===== config.mk =====
export PLATFORM = sky130hd
export DESIGN_NAME = opctl_alu
export DESIGN_NICKNAME = d
export VERILOG_FILES = /design/src/rtl/opctl_alu_pkg.sv /design/src/rtl/opctl_cla_adder.sv /design/src/rtl/opctl_zero_detect.sv /design/src/rtl/opctl_alu.sv
export SDC_FILE = /design/constraint.sdc
export NUM_CORES = 1
export LEC_CHECK = 0
export BUFFER_PORTS_ARGS = -buffer_cell sky130_fd_sc_hd__clkbuf_2
export CORE_AREA = 2 2 82 84
export DETAILED_ROUTE_END_ITERATION = 10
export DIE_AREA = 0 0 84 86
export PLACE_DENSITY = 0.86
export REMOVE_ABC_BUFFERS = 1
export SYNTH_ARGS = -nofsm -noshare
export SYNTH_HDL_FRONTEND = slang
export SYNTH_SLANG_ARGS = --single-unit

===== constraint.sdc =====
create_clock -name vclk -period 11.45
set_input_delay 0.5725 -clock vclk [all_inputs]
set_output_delay 0.5725 -clock vclk [all_outputs]
set_load 0.01 [all_outputs]

===== src/rtl/opctl_alu_pkg.sv =====
package opctl_alu_pkg;
  localparam logic [3:0] OPC_AND = 4'b0000;
  localparam logic [3:0] OPC_OR  = 4'b0001;
  localparam logic [3:0] OPC_ADD = 4'b0010;
  localparam logic [3:0] OPC_SUB = 4'b0110;
  localparam logic [3:0] OPC_SLT = 4'b0111;
  localparam logic [3:0] OPC_NOR = 4'b1100;

  typedef enum logic [1:0] {
    SRC_AND = 2'b00,
    SRC_OR  = 2'b01,
    SRC_SUM = 2'b10,
    SRC_LT  = 2'b11
  } res_src_e;

  function automatic logic opc_legal(input logic [3:0] c);
    return (c == OPC_AND) || (c == OPC_OR) || (c == OPC_ADD) ||
           (c == OPC_SUB) || (c == OPC_SLT) || (c == OPC_NOR);
  endfunction
endpackage


===== src/rtl/opctl_cla_adder.sv =====
module opctl_cla_adder #(
  parameter int WIDTH = 32,
  parameter int GROUP = 4
) (
  input  logic [WIDTH-1:0] x,
  input  logic [WIDTH-1:0] y,
  input  logic             cin,
  output logic [WIDTH-1:0] sum,
  output logic             c_into_msb,
  output logic             c_out
);
  localparam int NGRP = WIDTH / GROUP;

  logic [WIDTH-1:0] gen;
  logic [WIDTH-1:0] prop;
  logic [WIDTH:0]   cy;

  assign gen  = x & y;
  assign prop = x | y;
  assign cy[0] = cin;

  for (genvar k = 0; k < NGRP; k++) begin : g_grp
    localparam int BASE = k * GROUP;
    logic [GROUP:0] gacc;
    logic [GROUP:0] pacc;
    assign gacc[0] = 1'b0;
    assign pacc[0] = 1'b1;
    for (genvar j = 0; j < GROUP; j++) begin : g_bit
      assign gacc[j+1] = gen[BASE+j] | (prop[BASE+j] & gacc[j]);
      assign pacc[j+1] = prop[BASE+j] & pacc[j];
      if (j < GROUP - 1) begin : g_inner
        assign cy[BASE+j+1] = gen[BASE+j] | (prop[BASE+j] & cy[BASE+j]);
      end
    end
    // group carry uses only group generate/propagate and the incoming carry
    assign cy[BASE+GROUP] = gacc[GROUP] | (pacc[GROUP] & cy[BASE]);
  end

  assign sum        = x ^ y ^ cy[WIDTH-1:0];
  assign c_into_msb = cy[WIDTH-1];
  assign c_out      = cy[WIDTH];
endmodule


===== src/rtl/opctl_zero_detect.sv =====
module opctl_zero_detect #(
  parameter int WIDTH = 32
) (
  input  logic [WIDTH-1:0] value,
  output logic             all_zero
);
  assign all_zero = ~|value;
endmodule


===== src/rtl/opctl_alu.sv =====
module opctl_alu
  import opctl_alu_pkg::*;
#(
  parameter int WIDTH = 32,
  parameter int GROUP = 4
) (
  input  logic [WIDTH-1:0] opnd_a,
  input  logic [WIDTH-1:0] opnd_b,
  input  logic [3:0]       op_code,
  output logic [WIDTH-1:0] result,
  output logic             is_zero,
  output logic             carry_out,
  output logic             ovf
);
  logic             inv_a;
  logic             neg_b;
  res_src_e         src;
  logic [WIDTH-1:0] a_c;
  logic [WIDTH-1:0] b_c;
  logic [WIDTH-1:0] sum;
  logic             c_msb;
  logic             c_top;
  logic             sgn_ovf;
  logic             less;
  logic             legal;
  logic             arith;

  assign inv_a = op_code[3];
  assign neg_b = op_code[2];
  assign src   = res_src_e'(op_code[1:0]);
  assign legal = opc_legal(op_code);
  assign arith = (op_code == OPC_ADD) || (op_code == OPC_SUB);

  assign a_c = opnd_a ^ {WIDTH{inv_a}};
  assign b_c = opnd_b ^ {WIDTH{neg_b}};

  opctl_cla_adder #(.WIDTH(WIDTH), .GROUP(GROUP)) u_add (
    .x(a_c), .y(b_c), .cin(neg_b),
    .sum(sum), .c_into_msb(c_msb), .c_out(c_top)
  );

  assign sgn_ovf = c_msb ^ c_top;
  assign less    = sum[WIDTH-1] ^ sgn_ovf;

  always_comb begin
    result = '0;
    if (legal) begin
      unique case (src)
        SRC_AND: result = a_c & b_c;
        SRC_OR:  result = a_c | b_c;
        SRC_SUM: result = sum;
        SRC_LT:  result = {{(WIDTH-1){1'b0}}, less};
        default: result = '0;
      endcase
    end
  end

  assign carry_out = arith & c_top;
  assign ovf       = arith & sgn_ovf;

  opctl_zero_detect #(.WIDTH(WIDTH)) u_zd (.value(result), .all_zero(is_zero));
endmodule


==> qor.csv, run 1 <==
stage;metric;value;unit
drt;wire_per_inst;14.61;um
logic_synthesis;synthTopCellsByArea;ha_1, xor2_1, fa_1, inv_1, mux2i_1;
layout;layout_commonest_cell;clkbuf_2;
logic_synthesis;synth-warning-count;0;
die;core_area;6277;um^2
sta;hold_viol;0;
sta;setup_viol;0;
worst_setup_path;worstPathCellList;clkbuf_2 > buf_4 > xnor2_1 > ha_1 > inv_1 > a21oi_1 > o31ai_1 > a221oi_1 > a21oi_2 > nor3_1 > o21ai_0 > fa_1 > fa_1 > fa_1 > xor2_1 > a21oi_1 > nor2_1 > or4_1 > nor4_1 > nand2_1 > nor3_2 > clkbuf_2;
global_routing;grt_pass1_vias;3744;
layout;layout_common_cells;clkbuf_2, inv_1, ha_1;
worst_setup_path;worstSetupPathType;input pin to output pin;
sta;finalSetupTns;0;ps
job;drv_cap;0;
die;rows;29;
die;die_x;84;um
sta;max_clock_freq;149.0;MHz
status;outcome;finished clean;
logic_synthesis;yosysUniqueCellTypes;57;
layout;diodes;0;
global_routing;grt_max_degree;49;
min_path;min_path_cells;4;
drt;dr.pass1.iters;4;
die;start_util;60.51;%
min_path;holdCritPathClass;input pin to output pin;
global_routing;grt_first_pass_wirelength;16.35;mm
drt;via_per_inst;5.537;
global_routing;grt.overflow.total;0;
die;die_y;86;um
layout;final_layout_size_suffix_gt1_share;20.62;%
clock_network;cts_hold_buf;0;
pwr;leakage;2.331;nW
layout;fin_cells;654;
logic_synthesis;syn-cell-area;3799;um^2
worst_setup_path;cp_slowest_cell;or4_1;
layout;clock_buffers;0;
worst_setup_path;required;10880;ps
sta;tightest_slew;1048;ps
logic_synthesis;syn_inst;500;
placed_design;portBuffers;103;
die;pin_count;103;
placed_design;gp_congestion;0.8548;
drt;drcViolationCount;0;
layout;flops_and_latches;0;
layout;seq_area;0;um^2
placed_design;dp_cells;654;
drt;vias;3621;
sta;period_minus_slack;6711;ps
worst_setup_path;cp.arrival;6140;ps
layout;syn2layout_area_growth;12.71;%
sta;rsz0062_at_grt;no;
sta;fin_crit_sh;58.62;%
pwr;power_density;62.91;nW/um^2
layout;nets;731;
pwr;max-vdd-ir-drop;48.51;uV
logic_synthesis;synth-seq-area-share;0;%
drt;drtAntennaViolNets;0;
worst_setup_path;max_stage_delay;560;ps
drt;wl;9.556;mm
drt;drt_iter0_markers;164;
logic_synthesis;yosysTopAreaCellShare;20.42;%
worst_setup_path;crit_path_end_kind;output pin;
global_routing;grt_usage;26.60;%
worst_setup_path;timing.critical_path.mode_cell;fa_1;
placed_design;dp_hpwl;7.645;mm
worst_setup_path;crit_fanout;43;
logic_synthesis;syn-mean-instance-area;7.597;um^2
die;die_area;7224;um^2
sta;slew_violations;0;
sta;maxSlewHeadroom;30.01;%
clock_network;ctsResizeCount;0;
clock_network;cts_setup_buffers;0;
logic_synthesis;synth_top_area_cell;ha_1;
global_routing;antenna_found_initial;0;
worst_setup_path;startpoint_type;input pin;
[Yosys cell counts (2+ instances only)]
| library cell | number |
|---|---|
| a211oi_1 | 5 |
| a21oi_1 | 28 |
| a2bb2oi_1 | 2 |
| and2_1 | 3 |
| buf_1 | 8 |
| buf_2 | 10 |
| buf_4 | 2 |
| buf_6 | 3 |
| clkbuf_1 | 6 |
| fa_1 | 22 |
| ha_1 | 62 |
| inv_1 | 90 |
| maj3_1 | 2 |
| mux2i_1 | 21 |
| nand2_1 | 8 |
| nand2b_1 | 9 |
| nor2_1 | 52 |
| nor2_2 | 2 |
| nor2b_1 | 6 |
| nor3_1 | 6 |
| nor3_2 | 2 |
| nor4_1 | 6 |
| nor4b_1 | 2 |
| o211ai_1 | 2 |
| o21ai_0 | 7 |
| o21ba_2 | 2 |
| o22a_1 | 19 |
| o31ai_1 | 5 |
| or4_1 | 6 |
| xnor2_1 | 15 |
| xor2_1 | 61 |
[report_power, final]
part	total, W	internal, W	switching [W]
registers	0	0	0
logic	0.000269	0.000115	0.000154
clock network	0	0	0
[worst paths after layout]
path,start,end
hold / removal,opnd_a[1],result[1]
setup / recovery,op_code[2],is_zero
[metal layers]
metal / up-vias / GRT usage, % / share of wire, %
met5: - / 0 / 0
met4: 0 / 8.211 / 2.7
met3: 26 / 2.117 / 5.3
met2: 124 / 52.00 / 53
met1: 1699 / 30.63 / 39
li1: 1772 / - / -
[area by class of cell]
cell class	instances	area, um^2
tap	77	96.34
multi-input combinational	381	3309
timing repair buffer	106	538.0
fill	550	1996
inverter	90	337.8
[critical path, delay by kind of cell]
family          cells  cell delay (ps)
fa+ha+maj           4             1660
simple gates        6             1490
compound gates      6             1120
buf+inv             4              820
xor+xnor            2              470
[stage by stage]
stage	hold slack [ps]	total power [W]	area, um^2	worst slack, ps	util, %
after global routing	1851	0.0003031	4282	4315	68.21
final	1807	0.0002694	4282	4739	68.21
after detailed placement	1805	0.0002675	4282	4772	68.21
after CTS	1804	0.0002691	4282	4753	68.21
after floorplan	1199	0.0001862	3647	6011	-
after global placement	1797	0.0002533	4282	4914	68.21
[cell families after synthesis]
group	count (synthesis)	synth area share (%)
buf+inv	119	12.88
simple gates	113	15.38
mux	23	6.126
compound gates	83	15.55
xor+xnor	76	17.52
fa+ha+maj	86	32.54
(Power assumes the default switching activity.)
==> run 2, diff against run 1 <==
ABC_AREA = 1   (was default)
CORE_AREA = 2 2 86 88   (was 2 2 82 84)
DIE_AREA = 0 0 88 90   (was 0 0 84 86)
PLACE_DENSITY = 0.76   (was 0.86)
clock period = 5.9 ns   (was 11.45 ns; I/O delays follow)
==> qor.csv, run 2 <==
stage;metric;value;unit
die;core_area;7020;um^2
clock_network;ctsResizeCount;0;
sta;rsz0062_at_grt;no;
layout;diodes;0;
global_routing;grt_pass1_vias;3475;
logic_synthesis;yosysTopAreaCellShare;22.69;%
sta;hold_viol;0;
logic_synthesis;ys_top_cells_by_count;inv_1, ha_1, xnor2_1;
drt;drtAntennaViolNets;0;
drt;drt_iter0_markers;137;
drt;dr.pass1.iters;4;
die;die_area;7920;um^2
layout;layout_commonest_cell;inv_1;
die;start_util;48.69;%
worst_setup_path;startpoint_type;input pin;
worst_setup_path;timing.critical_path.mode_cell;nand2_1;
logic_synthesis;synth_xor_area_share;18.19;%
die;pin_count;103;
sta;tightest_slew;960.2;ps
layout;flops_and_latches;0;
die;die_x;88;um
global_routing;grt_max_degree;47;
logic_synthesis;synth_top_area_cell;ha_1;
logic_synthesis;synth_fa_ha_area_share;35.58;%
min_path;hp-start;opnd_b[1];
drt;wl;9.170;mm
placed_design;gp_congestion;0.8996;
sta;slew_violations;0;
logic_synthesis;synth_compound_area_share;17.61;%
status;outcome;finished clean;
min_path;min_to;result[1];
placed_design;dp_slack;402.3;ps
die;die_y;90;um
logic_synthesis;synth_top_family_by_area;adder cells;
layout;clock_buffers;0;
pwr;leakage;2.205;nW
logic_synthesis;yosysUniqueCellTypes;33;
drt;vias;3468;
pwr;max-vdd-ir-drop;55.70;uV
drt;drcViolationCount;0;
drt;via_per_inst;5.168;
logic_synthesis;syn-cell-area;3418;um^2
global_routing;grt.overflow.total;0;
logic_synthesis;synth-simple-area-share;13.84;%
logic_synthesis;syn-mean-instance-area;7.048;um^2
sta;fin_crit_sh;90.66;%
logic_synthesis;synth.area.mux_share;0;%
logic_synthesis;syn_inst;485;
sta;period_minus_slack;5349;ps
worst_setup_path;max_stage_delay;460;ps
worst_setup_path;crit_fanout;16;
sta;finalSetupTns;0;ps
layout;seq_area;0;um^2
global_routing;antenna_found_initial;0;
logic_synthesis;yosysMostFrequentCell;inv_1;
worst_setup_path;cp_slowest_cell;fa_1;
sta;setup_viol;0;
layout;final_layout_size_suffix_gt1_share;21.33;%
pwr;power_density;124.0;nW/um^2
layout;layout_common_cells;inv_1, clkbuf_2, ha_1;
clock_network;cts_setup_buffers;0;
min_path;min_path_cells;6;
die;rows;31;
placed_design;dp_hpwl;7.572;mm
logic_synthesis;synth-seq-area-share;0;%
layout;multiInputGateArea;2920;um^2
global_routing;grt_first_pass_wirelength;15.28;mm
sta;maxSlewHeadroom;35.99;%
drt;wire_per_inst;13.67;um
layout;nets;726;
min_path;holdCritPathClass;input pin to output pin;
worst_setup_path;required;5610;ps
layout;fin_util;57.17;%
sta;fin_ws;551.2;ps
worst_setup_path;crit_path_end_kind;output pin;
clock_network;cts_hold_buf;0;
placed_design;portBuffers;103;
worst_setup_path;cp.arrival;5050;ps
layout;syn2layout_area_growth;17.42;%
global_routing;grt_usage;23.09;%
logic_synthesis;synth-warning-count;0;
job;drv_cap;0;
layout;n_fill_cell;696;
sta;max_clock_freq;187.0;MHz
logic_synthesis;synthTopCellsByArea;ha_1, xnor2_1, fa_1, inv_1, o221ai_1;
worst_setup_path;worstSetupPathType;input pin to output pin;
## run 2: cell types whose count changed in the layout (fill, tap and decap cells not counted), moves of 6 or more
| cell | before | now |
|---|---|---|
| nand2_1 | 8 | 41 |
| xor2_1 | 61 | 10 |
| nand2_2 | 0 | 6 |
| o221ai_1 | 1 | 22 |
| nor4_1 | 6 | 14 |
| nand2b_1 | 9 | 0 |
| nor2b_1 | 6 | 0 |
| mux2i_1 | 21 | 0 |
| o22a_1 | 19 | 0 |
| inv_1 | 90 | 106 |
| or4_1 | 6 | 0 |
| xnor2_1 | 15 | 60 |
| o21ai_0 | 7 | 29 |
| nor2_1 | 52 | 34 |
## run 2: metal layers
layer / track usage [%] / wire length (um) / vias to the layer above
li1: - / - / 1714
met1: 29.51 / 3747 / 1601
met2: 42.11 / 4646 / 133
met3: 0.7346 / 563 / 20
met4: 5.385 / 212 / 0
met5: 0 / 0 / -
## run 2: worst max-delay path by stage
stage,start,to,slack (ps)
detailed placement,op_code[2],is_zero,400
floorplan,op_code[2],is_zero,1350
global placement,op_code[3],is_zero,540
finish,op_code[2],is_zero,550
CTS,op_code[2],is_zero,380
global route,op_code[2],is_zero,60
## run 2: layout make-up
| cell class | instances | area share (%) |
|---|---|---|
| Inverter | 109 | 10.26 |
| Multi-Input combinational cell | 355 | 72.76 |
| Tap cell | 99 | 3.086 |
| Timing Repair Buffer | 108 | 13.90 |
## run 2: report_power, final
| part | internal, W | switching [W] |
|---|---|---|
| Clock | 0 | 0 |
| Combinational | 0.000208 | 0.000290 |
| Sequential | 0 | 0 |
| Total | 0.000208 | 0.000290 |
## run 2: cell families after synthesis
group | after synthesis
simple gates | 106
compound gates | 94
buf+inv | 130
xor+xnor | 71
fa+ha+maj | 84
## run 2: through the flow
| stage | hold slack [ps] | std cells | power [W] | instance area, um^2 |
|---|---|---|---|---|
| 5_1_grt | 1171 | 671 | 0.0005670 | 4014 |
| 3_3_place_gp | 1141 | 671 | 0.0004790 | 4001 |
| 4_1_cts | 1129 | 671 | 0.0004992 | 4001 |
| 2_1_floorplan | 644.4 | 464 | 0.0003463 | 3324 |
| 3_5_place_dp | 1128 | 671 | 0.0004972 | 4001 |
| 6_report | 1128 | 671 | 0.0004979 | 4014 |
## run 2: worst max-delay path, delay by kind of cell
kind | cells | cell delay, ps
simple gates | 19 | 1710
fa+ha+maj | 4 | 1560
xor+xnor | 1 | 370
compound gates | 4 | 480
buf+inv | 5 | 620
==> run 3, diff against run 2 <==
GPL_TIMING_DRIVEN = 0   (was default)
==> qor.csv, run 3 (same netlist as run 2, synthesis figures left out) <==
stage;metric;value;unit
worst_setup_path;crit_fanout;36;
layout;layout_common_cells;inv_1, clkbuf_2, ha_1;
global_routing;grt.overflow.total;0;
layout;seq_area;0;um^2
sta;period_minus_slack;5439;ps
sta;max_clock_freq;183.9;MHz
placed_design;dp_slack;-266.2;ps
die;pin_count;103;
layout;diodes;0;
drt;dr.pass1.iters;4;
drt;drtAntennaViolNets;0;
drt;drcViolationCount;0;
sta;slew_violations;0;
global_routing;grt_pass1_vias;3436;
layout;n_fill_cell;659;
clock_network;cts_setup_buffers;0;
layout;layout_commonest_cell;inv_1;
layout;clock_buffers;0;
clock_network;cts_hold_buf;0;
die;die_x;88;um
pwr;leakage;2.202;nW
layout;fin_cells;666;
drt;via_per_inst;5.135;
sta;setup_viol;0;
drt;drt_iter0_markers;103;
die;core_area;7020;um^2
layout;final_layout_size_suffix_gt1_share;21.34;%
pwr;max-vdd-ir-drop;59.45;uV
die;die_y;90;um
layout;nets;721;
drt;wl;8.918;mm
sta;maxSlewHeadroom;35.69;%
min_path;holdCritPathClass;input pin to output pin;
worst_setup_path;cp_slowest_cell;fa_1;
placed_design;dp_hpwl;7.046;mm
die;start_util;48.69;%
worst_setup_path;cp.arrival;5140;ps
die;die_area;7920;um^2
worst_setup_path;required;5610;ps
worst_setup_path;startpoint_type;input pin;
drt;wire_per_inst;13.39;um
pwr;power_density;123.5;nW/um^2
layout;flops_and_latches;0;
global_routing;antenna_found_initial;0;
sta;hold_viol;0;
worst_setup_path;max_stage_delay;470;ps
worst_setup_path;worstSetupPathType;input pin to output pin;
die;rows;31;
status;outcome;finished clean;
sta;fin_ws;460.8;ps
global_routing;grt_max_degree;47;
job;drv_cap;0;
drt;vias;3420;
placed_design;portBuffers;103;
placed_design;dp_cells;666;
sta;fin_crit_sh;92.19;%
layout;syn2layout_area_growth;17.39;%
worst_setup_path;timing.critical_path.mode_cell;nand2_1;
worst_setup_path;crit_path_end_kind;output pin;
sta;tightest_slew;964.6;ps
global_routing;grt_usage;22.30;%
placed_design;gp_congestion;0.8895;
global_routing;grt_first_pass_wirelength;14.86;mm
min_path;min_path_cells;6;
==> run 3: routing by layer <==
metal | wire [um] | up-vias | track usage (%)
met4 | 114 | 0 | 4.231
met2 | 4615 | 119 | 41.22
met3 | 495 | 10 | 0.3673
met1 | 3692 | 1591 | 28.58
li1 | - | 1700 | -
met5 | 0 | - | 0
==> run 3: path summary, 6_finish.rpt <==
path | from | end | slack, ps
worst max-delay path | op_code[3] | is_zero | 460
worst min-delay path | opnd_b[1] | result[1] | 1140
==> run 3: area by class of cell <==
cell class | count | area, um^2 | share of cell area [%]
repair buffers | 103 | 531.8 | 13.25
multi-input cells | 355 | 2945 | 73.40
inverters | 109 | 411.6 | 10.26
well taps | 99 | 123.9 | 3.087
==> run 3: repair_timing <==
| item | in CTS | in global routing |
|---|---|---|
| pin swaps | 0 | 0 |
| setup endpoints to repair | 1 | 1 |
| gates resized for setup | 2 | 11 |
==> run 3: stage by stage <==
stage          hold slack, ps  setup TNS [ps]  power (W)  instance area [um^2]  utilization, %
2_1_floorplan           644.4               0  0.0003463                  3324               -
3_3_place_gp             1139          -153.3  0.0004711                  3964           56.46
3_5_place_dp             1146          -266.2  0.0004913                  3964           56.46
4_1_cts                  1145               0  0.0004936                  3969           56.53
5_1_grt                  1215          -13.84  0.0005617                  4013           57.16
6_report                 1141               0  0.0004956                  4013           57.16
==> run 3: critical path, delay by kind of cell <==
family	cells	cell delay, ps
and+or+nand+nor	18	1780
AOI/OAI and AO/OA	4	500
xor gates and xnor gates	1	250
buffers and inverters	4	720
adders and majority gates	4	1580
==> run 3: power breakdown <==
group / switching, W / internal (W) / leakage [nW] / total [W]
sequential: 0 / 0 / 0 / 0
combinational: 0.000288 / 0.000208 / 2.20 / 0.000496
clock: 0 / 0 / 0 / 0
